--- src/rtl/intc_pkg.sv ---
package intc_pkg;

    typedef enum logic {
        DIR_DOWN = 1'b0,
        DIR_UP   = 1'b1
    } dir_e;

    typedef struct packed {
        logic hit;
        dir_e dir;
    } adj_t;

    function automatic logic count_full(input int cnt, input int max);
        return cnt == max;
    endfunction

endpackage

--- src/rtl/intc_chain_walk.sv ---
module intc_chain_walk #(
    parameter int NUM_SRC = 8,
    parameter int IDW     = 3,
    parameter int VEC_W   = 12,
    parameter int CNT_W   = 2,
    parameter logic [NUM_SRC*VEC_W-1:0] VEC_TABLE  = '0,
    parameter logic [NUM_SRC*CNT_W-1:0] MAX_TABLE  = '0,
    parameter logic [NUM_SRC*IDW-1:0]   LINK_TABLE = '0
) (
    input  logic               ev_valid,
    input  logic [IDW-1:0]     ev_id,
    input  logic               ev_group,
    output logic [NUM_SRC-1:0] hit
);
    logic [IDW-1:0]   cur;
    logic             go;
    logic             grp;
    logic [VEC_W-1:0] vec;
    logic [CNT_W-1:0] mx;
    logic [IDW-1:0]   lnk;

    always_comb begin
        hit = '0;
        cur = ev_id;
        go  = ev_valid && (ev_id != '0);
        grp = ev_group;
        vec = '0;
        mx  = '0;
        lnk = '0;
        for (int step = 0; step < NUM_SRC; step++) begin
            if (go) begin
                vec = VEC_TABLE[int'(cur)*VEC_W +: VEC_W];
                mx  = MAX_TABLE[int'(cur)*CNT_W +: CNT_W];
                lnk = LINK_TABLE[int'(cur)*IDW +: IDW];
                if ((lnk == '0) && ((mx == '0) || (vec == '0))) begin
                    go = 1'b0;
                end else begin
                    if (vec != '0) hit[cur] = 1'b1;
                    if ((grp || (vec == '0)) && (lnk != '0)) begin
                        cur = lnk;
                        grp = 1'b1;
                    end else begin
                        go = 1'b0;
                    end
                end
            end
        end
    end
endmodule

--- src/rtl/intc_enable_ctr.sv ---
module intc_enable_ctr
    import intc_pkg::*;
#(
    parameter int CNT_W = 2,
    parameter logic [CNT_W-1:0] MAX = '0
) (
    input  logic             clk,
    input  logic             rst,
    input  adj_t             adj,
    output logic [CNT_W-1:0] cnt_q,
    output logic             full_nxt
);
    logic [CNT_W-1:0] cnt_nxt;

    always_comb begin
        cnt_nxt = cnt_q;
        if (adj.hit) begin
            if (adj.dir == DIR_UP && cnt_q < MAX)
                cnt_nxt = cnt_q + 1'b1;
            else if (adj.dir == DIR_DOWN && cnt_q != '0)
                cnt_nxt = cnt_q - 1'b1;
        end
        full_nxt = count_full(int'(cnt_nxt), int'(MAX));
    end

    always_ff @(posedge clk) begin
        if (rst) cnt_q <= '0;
        else     cnt_q <= cnt_nxt;
    end
endmodule

--- src/rtl/intc_pick_lowest.sv ---
module intc_pick_lowest #(
    parameter int NUM_SRC = 8,
    parameter int IDW     = 3
) (
    input  logic [NUM_SRC-1:0] req,
    output logic               found,
    output logic [IDW-1:0]     idx
);
    always_comb begin
        found = 1'b0;
        idx   = '0;
        for (int i = NUM_SRC - 1; i >= 0; i--) begin
            if (req[i]) begin
                found = 1'b1;
                idx   = IDW'(i);
            end
        end
    end
endmodule

--- src/rtl/intc_pending_agg.sv ---
module intc_pending_agg
    import intc_pkg::*;
#(
    parameter int NUM_SRC = 8,
    parameter int IDW     = $clog2(NUM_SRC),
    parameter int VEC_W   = 12,
    parameter int CNT_W   = 2,
    parameter logic [NUM_SRC*VEC_W-1:0] VEC_TABLE =
        {12'h4E0, 12'h000, 12'h000, 12'h460, 12'h440, 12'h420, 12'h400, 12'h000},
    parameter logic [NUM_SRC*CNT_W-1:0] MAX_TABLE =
        {2'd3, 2'd0, 2'd0, 2'd0, 2'd2, 2'd2, 2'd2, 2'd0},
    parameter logic [NUM_SRC*IDW-1:0] LINK_TABLE =
        {3'd0, 3'd0, 3'd2, 3'd0, 3'd0, 3'd3, 3'd0, 3'd0}
) (
    input  logic               clk,
    input  logic               rst,
    input  logic [NUM_SRC-1:0] src_level,
    input  logic               ev_valid,
    input  logic [IDW-1:0]     ev_id,
    input  logic               ev_on,
    input  logic               ev_group,
    input  logic [3:0]         imask,
    output logic               irq_out,
    output logic               vec_valid,
    output logic [VEC_W-1:0]   vec_out
);
    localparam logic [3:0] MASK_ALL = 4'hF;

    logic [NUM_SRC-1:0]       hit;
    logic [NUM_SRC-1:0]       full_nxt;
    logic [NUM_SRC-1:0]       pend_nxt;
    logic [NUM_SRC*CNT_W-1:0] cnt_flat;
    logic                     found;
    logic [IDW-1:0]           sel_idx;

    intc_chain_walk #(
        .NUM_SRC(NUM_SRC), .IDW(IDW), .VEC_W(VEC_W), .CNT_W(CNT_W),
        .VEC_TABLE(VEC_TABLE), .MAX_TABLE(MAX_TABLE), .LINK_TABLE(LINK_TABLE)
    ) u_walk (
        .ev_valid (ev_valid),
        .ev_id    (ev_id),
        .ev_group (ev_group),
        .hit      (hit)
    );

    for (genvar g = 0; g < NUM_SRC; g++) begin : g_src
        localparam logic [VEC_W-1:0] SRC_VEC = VEC_TABLE[g*VEC_W +: VEC_W];
        adj_t adj;
        assign adj.hit = hit[g];
        assign adj.dir = ev_on ? DIR_UP : DIR_DOWN;

        intc_enable_ctr #(
            .CNT_W (CNT_W),
            .MAX   (MAX_TABLE[g*CNT_W +: CNT_W])
        ) u_ctr (
            .clk      (clk),
            .rst      (rst),
            .adj      (adj),
            .cnt_q    (cnt_flat[g*CNT_W +: CNT_W]),
            .full_nxt (full_nxt[g])
        );

        if (g == 0 || SRC_VEC == '0) begin : g_none
            assign pend_nxt[g] = 1'b0;
        end else begin : g_live
            assign pend_nxt[g] = src_level[g] & full_nxt[g];
        end
    end

    intc_pick_lowest #(.NUM_SRC(NUM_SRC), .IDW(IDW)) u_pick (
        .req   (pend_nxt),
        .found (found),
        .idx   (sel_idx)
    );

    always_ff @(posedge clk) begin
        if (rst) begin
            irq_out   <= 1'b0;
            vec_valid <= 1'b0;
            vec_out   <= '0;
        end else begin
            irq_out <= found;
            if (found && imask != MASK_ALL) begin
                vec_valid <= 1'b1;
                vec_out   <= VEC_TABLE[int'(sel_idx)*VEC_W +: VEC_W];
            end else begin
                vec_valid <= 1'b0;
                vec_out   <= '0;
            end
        end
    end
endmodule

--- config.mk ---
export PLATFORM = sky130hd
export DESIGN_NAME = intc_pending_agg
export DESIGN_NICKNAME = d
export VERILOG_FILES = /design/src/rtl/intc_pkg.sv /design/src/rtl/intc_chain_walk.sv /design/src/rtl/intc_enable_ctr.sv /design/src/rtl/intc_pick_lowest.sv /design/src/rtl/intc_pending_agg.sv
export SDC_FILE = /design/constraint.sdc
export NUM_CORES = 1
export LEC_CHECK = 0
export CORE_AREA = 4 4 50 69
export CTS_CLUSTER_DIAMETER = 100
export DETAILED_ROUTE_END_ITERATION = 12
export DIE_AREA = 0 0 54 73
export DONT_BUFFER_PORTS = 1
export GPL_TIMING_DRIVEN = 1
export MAX_ROUTING_LAYER = met4
export PLACE_DENSITY = 0.82
export SLEW_MARGIN = 20
export SYNTH_ARGS = -nofsm -noshare
export SYNTH_HDL_FRONTEND = slang
export SYNTH_SLANG_ARGS = --single-unit
--- constraint.sdc ---
create_clock -name clk -period 3.7 [get_ports clk]
set_clock_uncertainty 0.2 [all_clocks]
set_input_delay 0.185 -clock clk [delete_from_list [all_inputs] [get_ports clk]]
set_output_delay 0.185 -clock clk [all_outputs]
set_load 0.01 [all_outputs]
==> metrics.log <==
INFO  metric tns = 0 ps
INFO  metric postSynthCellCount = 191
INFO  metric drc = 0
INFO  metric cts.root.buffer_cell = sky130_fd_sc_hd__clkbuf_8
INFO  metric number_of_antenna_violations_at_the_first_check_in_global_routing = 0
INFO  metric post_synth_adder_cell_area = 12.0%
INFO  metric clkLatencyLatePin = 250 ps
INFO  metric cts_buffer_depth = 2
INFO  metric total_via_count_after_detailed_routing = 1288
INFO  metric die_h = 73 µm
INFO  metric dr.pass1.iters = 4
INFO  metric synth_most_common_cell = sky130_fd_sc_hd__inv_1
INFO  metric fp.coreArea = 0.00285 mm²
INFO  metric vdd.ir_drop.worst = 0.000212 V
INFO  metric power_per_cell_area = 282 mW/mm²
INFO  metric ys_ff_latch = 16
INFO  metric grt_max_degree = 12
INFO  metric antenna_left = 0
INFO  metric die-area = 0.00394 mm²
INFO  metric cts.sinks = 16
INFO  metric crit_fanout = 10
INFO  metric drt-wirelength-per-cell = 13.8 µm
INFO  metric timing.critical_path.to_type = flip-flop
INFO  metric crit_family = compound AO/OA/AOI/OAI gates
INFO  metric core.rowCount = 23
INFO  metric critPathMaxStageDelay = 390 ps
INFO  metric netlist_top_cells_area = sky130_fd_sc_hd__dfxtp_1 21%, sky130_fd_sc_hd__ha_1 12%, sky130_fd_sc_hd__inv_1 5.3%
INFO  metric num-fill-cells = 262
INFO  metric synth_top_cell_by_area = sky130_fd_sc_hd__dfxtp_1
INFO  metric post-route-period-util = 90.3%
INFO  metric portBuffers = 0
INFO  metric grt_first_pass_wirelength = 5350 µm
INFO  metric final-hold-violation-count = 0
INFO  metric syn-mean-instance-area = 8.16 µm²
INFO  metric synth_compound_area_share = 25.2%
INFO  metric worst_path_cell_trace = inv_2, ha_2, nor4b_4, a311oi_4, nor2_2, nand2_1, o21ai_1, inv_1, ha_1, a21oi_1, ha_1, nor2b_1, a21bo_2, a2111oi_4, o22ai_1, xnor2_1, and3_1, o31a_1
INFO  metric cts_setup_buffers = 0
INFO  metric start_util = 54.7%
INFO  metric report.final.setup_viol = 0
INFO  metric synth_warnings = 0
INFO  metric report.final.slew_viol_count = 0
INFO  metric critPathLaunchType = primary input
INFO  metric grt_overflow = 0
INFO  metric final_core_util = 59.4%
INFO  metric synth-simple-area-share = 23.2%
INFO  metric viasPerCell = 5.58
INFO  metric tritoncts = built
INFO  metric globalplace.congestion = 0.791
INFO  metric first_global_vias = 1272
INFO  metric drt-total-wl = 3190 µm
INFO  metric top_cells_by_count_synth = 22 x sky130_fd_sc_hd__inv_1, 16 x sky130_fd_sc_hd__dfxtp_1, 15 x sky130_fd_sc_hd__ha_1
INFO  metric cell_repeated_most_along_the_worst_path = sky130_fd_sc_hd__ha_1
INFO  metric leak = 0.683 nW
INFO  metric hpwl = 2550 µm
INFO  metric synth_edf_count = 0
INFO  metric worstPathRequired = 3640 ps
INFO  metric num_io_pins = 34
INFO  metric timing.critical_path.slowest_stage_cell = sky130_fd_sc_hd__a2111oi_4
INFO  metric yosys.area_share.xor_xnor = 1.69%
INFO  metric netlist-cell-type-count = 53
INFO  metric timing.max_cap.violations = 0
INFO  metric hold_class = primary input to flip-flop
INFO  metric seq_area_frac_synth = 20.6%
INFO  metric finalWorstPathRequiredPeriod = 3340 ps
INFO  metric main_combinational_cell_family_by_area_after_synthesis = compound AO/OA/AOI/OAI gates
INFO  metric run_status = finished, final reports clean
INFO  metric timing.hold.ws = 15.5 ps
INFO  metric syn2layout_area_growth = 8.59%
INFO  metric path_class = primary input to flip-flop
INFO  metric synth_ff_type = sky130_fd_sc_hd__dfxtp_1
INFO  metric num-nets-final = 230
INFO  metric final_layout_size_suffix_gt1_share = 17.5%
INFO  metric worstPathArrival = 3290 ps
INFO  metric die-width = 54 µm
INFO  metric clkTransAtPathRegs = 60 ps
INFO  metric synth_top_cell_area_share = 20.6%
INFO  metric worstMarginPinSlew = 636 ps
INFO  metric globalRouteTotalUtil = 18.8%
INFO  metric synth.cell_area = 0.00156 mm²
INFO  metric antennaDiodeCount = 0
INFO  metric critical_path_buf_inv_count = 2
INFO  metric setup_repair_after_global_routing_missed_its_margin = no
INFO  metric dr.first_iter.drc_count = 34
INFO  metric slew_headroom = 57.2%
INFO  metric timing.fmax = 0.299 GHz
INFO  metric cts_htree_levels = 1
INFO  metric synthMuxAreaShare = 4.26%
INFO  metric cts-buffers-inserted = 3
INFO  metric async_reset_ff_share = 0%
[final timing paths]
path / to / cells after the start / slack [ps] / from
worst min-delay path: vec_valid / 3 / 20 / rst
worst max register to register: vec_out[10] / 8 / 1070 / g_src[4].u_ctr.cnt_q[0]
worst max-delay path: vec_out[10] / 18 / 360 / ev_id[0]
worst min register to register: g_src[4].u_ctr.cnt_q[1] / 2 / 250 / g_src[4].u_ctr.cnt_q[1]
[per-layer routing]
layer	vias up	track usage, %	share of wire [%]
met5	-	-	0
li1	659	-	-
met3	7	4.29	3.9
met4	0	9.97	2.6
met2	20	32.6	55
met1	602	18.9	38
[through the flow]
stage          instance area, µm²  worst slack (ps)  power (mW)  instances
5_1_grt                      1690              29.4       0.504        231
6_report                     1690               358       0.477        231
2_1_floorplan                1630              20.5       0.308        198
3_5_place_dp                 1600              46.0       0.320        224
4_1_cts                      1690               297       0.481        231
3_3_place_gp                 1600              88.6       0.316        224
[registers in the layout, indices dropped and copies added (netlist names)]
| name | count |
|---|---|
| vec_out | 4 |
| irq_out | 1 |
| vec_valid | 1 |
| g_src.u_ctr.cnt_q | 10 |
[power breakdown]
part           total [mW]  internal (mW)  switching [mW]
Combinational       0.133         0.0598          0.0727
Sequential          0.188          0.181         0.00750
Clock               0.157         0.0946          0.0621
[final cells by class]
class	instances	area, µm²	share of cell area [%]
Multi-Input combinational cell	143	1120	66.0
Inverter	23	86.3	5.10
Tap cell	37	46.3	2.74
Timing Repair Buffer	8	67.6	3.99
Sequential cell	16	320	18.9
Clock buffer	4	55.1	3.25
[placed cells by master, fill, tap and decap left out, types with 2 or more instances in the layout]
| cell | synthesis | final |
|---|---|---|
| sky130_fd_sc_hd__o22ai_1 | 2 | 2 |
| sky130_fd_sc_hd__dfxtp_1 | 16 | 16 |
| sky130_fd_sc_hd__nor2_1 | 14 | 13 |
| sky130_fd_sc_hd__buf_4 | 8 | 5 |
| sky130_fd_sc_hd__dlygate4sd3_1 | 0 | 3 |
| sky130_fd_sc_hd__or2_2 | 4 | 4 |
| sky130_fd_sc_hd__o21ai_0 | 5 | 5 |
| sky130_fd_sc_hd__and2_1 | 4 | 4 |
| sky130_fd_sc_hd__a22o_1 | 2 | 2 |
| sky130_fd_sc_hd__conb_1 | 1 | 8 |
| sky130_fd_sc_hd__nor4_1 | 2 | 2 |
| sky130_fd_sc_hd__a31oi_1 | 3 | 3 |
| sky130_fd_sc_hd__inv_1 | 22 | 21 |
| sky130_fd_sc_hd__ha_1 | 15 | 12 |
| sky130_fd_sc_hd__a21boi_0 | 2 | 2 |
| sky130_fd_sc_hd__nand2_1 | 11 | 11 |
| sky130_fd_sc_hd__inv_2 | 1 | 2 |
| sky130_fd_sc_hd__a21oi_1 | 8 | 8 |
| sky130_fd_sc_hd__nand3_1 | 3 | 3 |
| sky130_fd_sc_hd__o211ai_2 | 2 | 2 |
| sky130_fd_sc_hd__o21ai_1 | 3 | 2 |
| sky130_fd_sc_hd__o211ai_1 | 3 | 3 |
| sky130_fd_sc_hd__o31a_1 | 3 | 3 |
| sky130_fd_sc_hd__ha_2 | 0 | 2 |
| sky130_fd_sc_hd__xnor2_1 | 3 | 3 |
| sky130_fd_sc_hd__nor2b_1 | 3 | 3 |
| sky130_fd_sc_hd__clkbuf_8 | 0 | 4 |
| sky130_fd_sc_hd__mux2_2 | 2 | 2 |
| sky130_fd_sc_hd__nand2b_1 | 8 | 8 |
| sky130_fd_sc_hd__mux2i_1 | 3 | 3 |
| sky130_fd_sc_hd__nor3b_1 | 2 | 2 |
| sky130_fd_sc_hd__and3_1 | 5 | 5 |
[cell families (layout without fill, tap and decap cells)]
family	count (synthesis)	after routing
mux	6	6
flops	16	16
simple gates	64	64
fa+ha+maj	15	15
other cells	1	8
buf+inv	39	35
xor+xnor	3	3
compound gates	47	47
[tightest hold or removal path: cells and delay by family]
family                 cells  cell delay (ps)
AOI/OAI and AO/OA          2              190
buffers and inverters      1               50
[timing repair]
action	4_1_cts	5_1_grt
endpoints found under the setup margin	0	1
endpoints found under the hold margin	13	0
hold buffers	3	0
resized for setup	0	1
(Power assumes the default switching activity.)
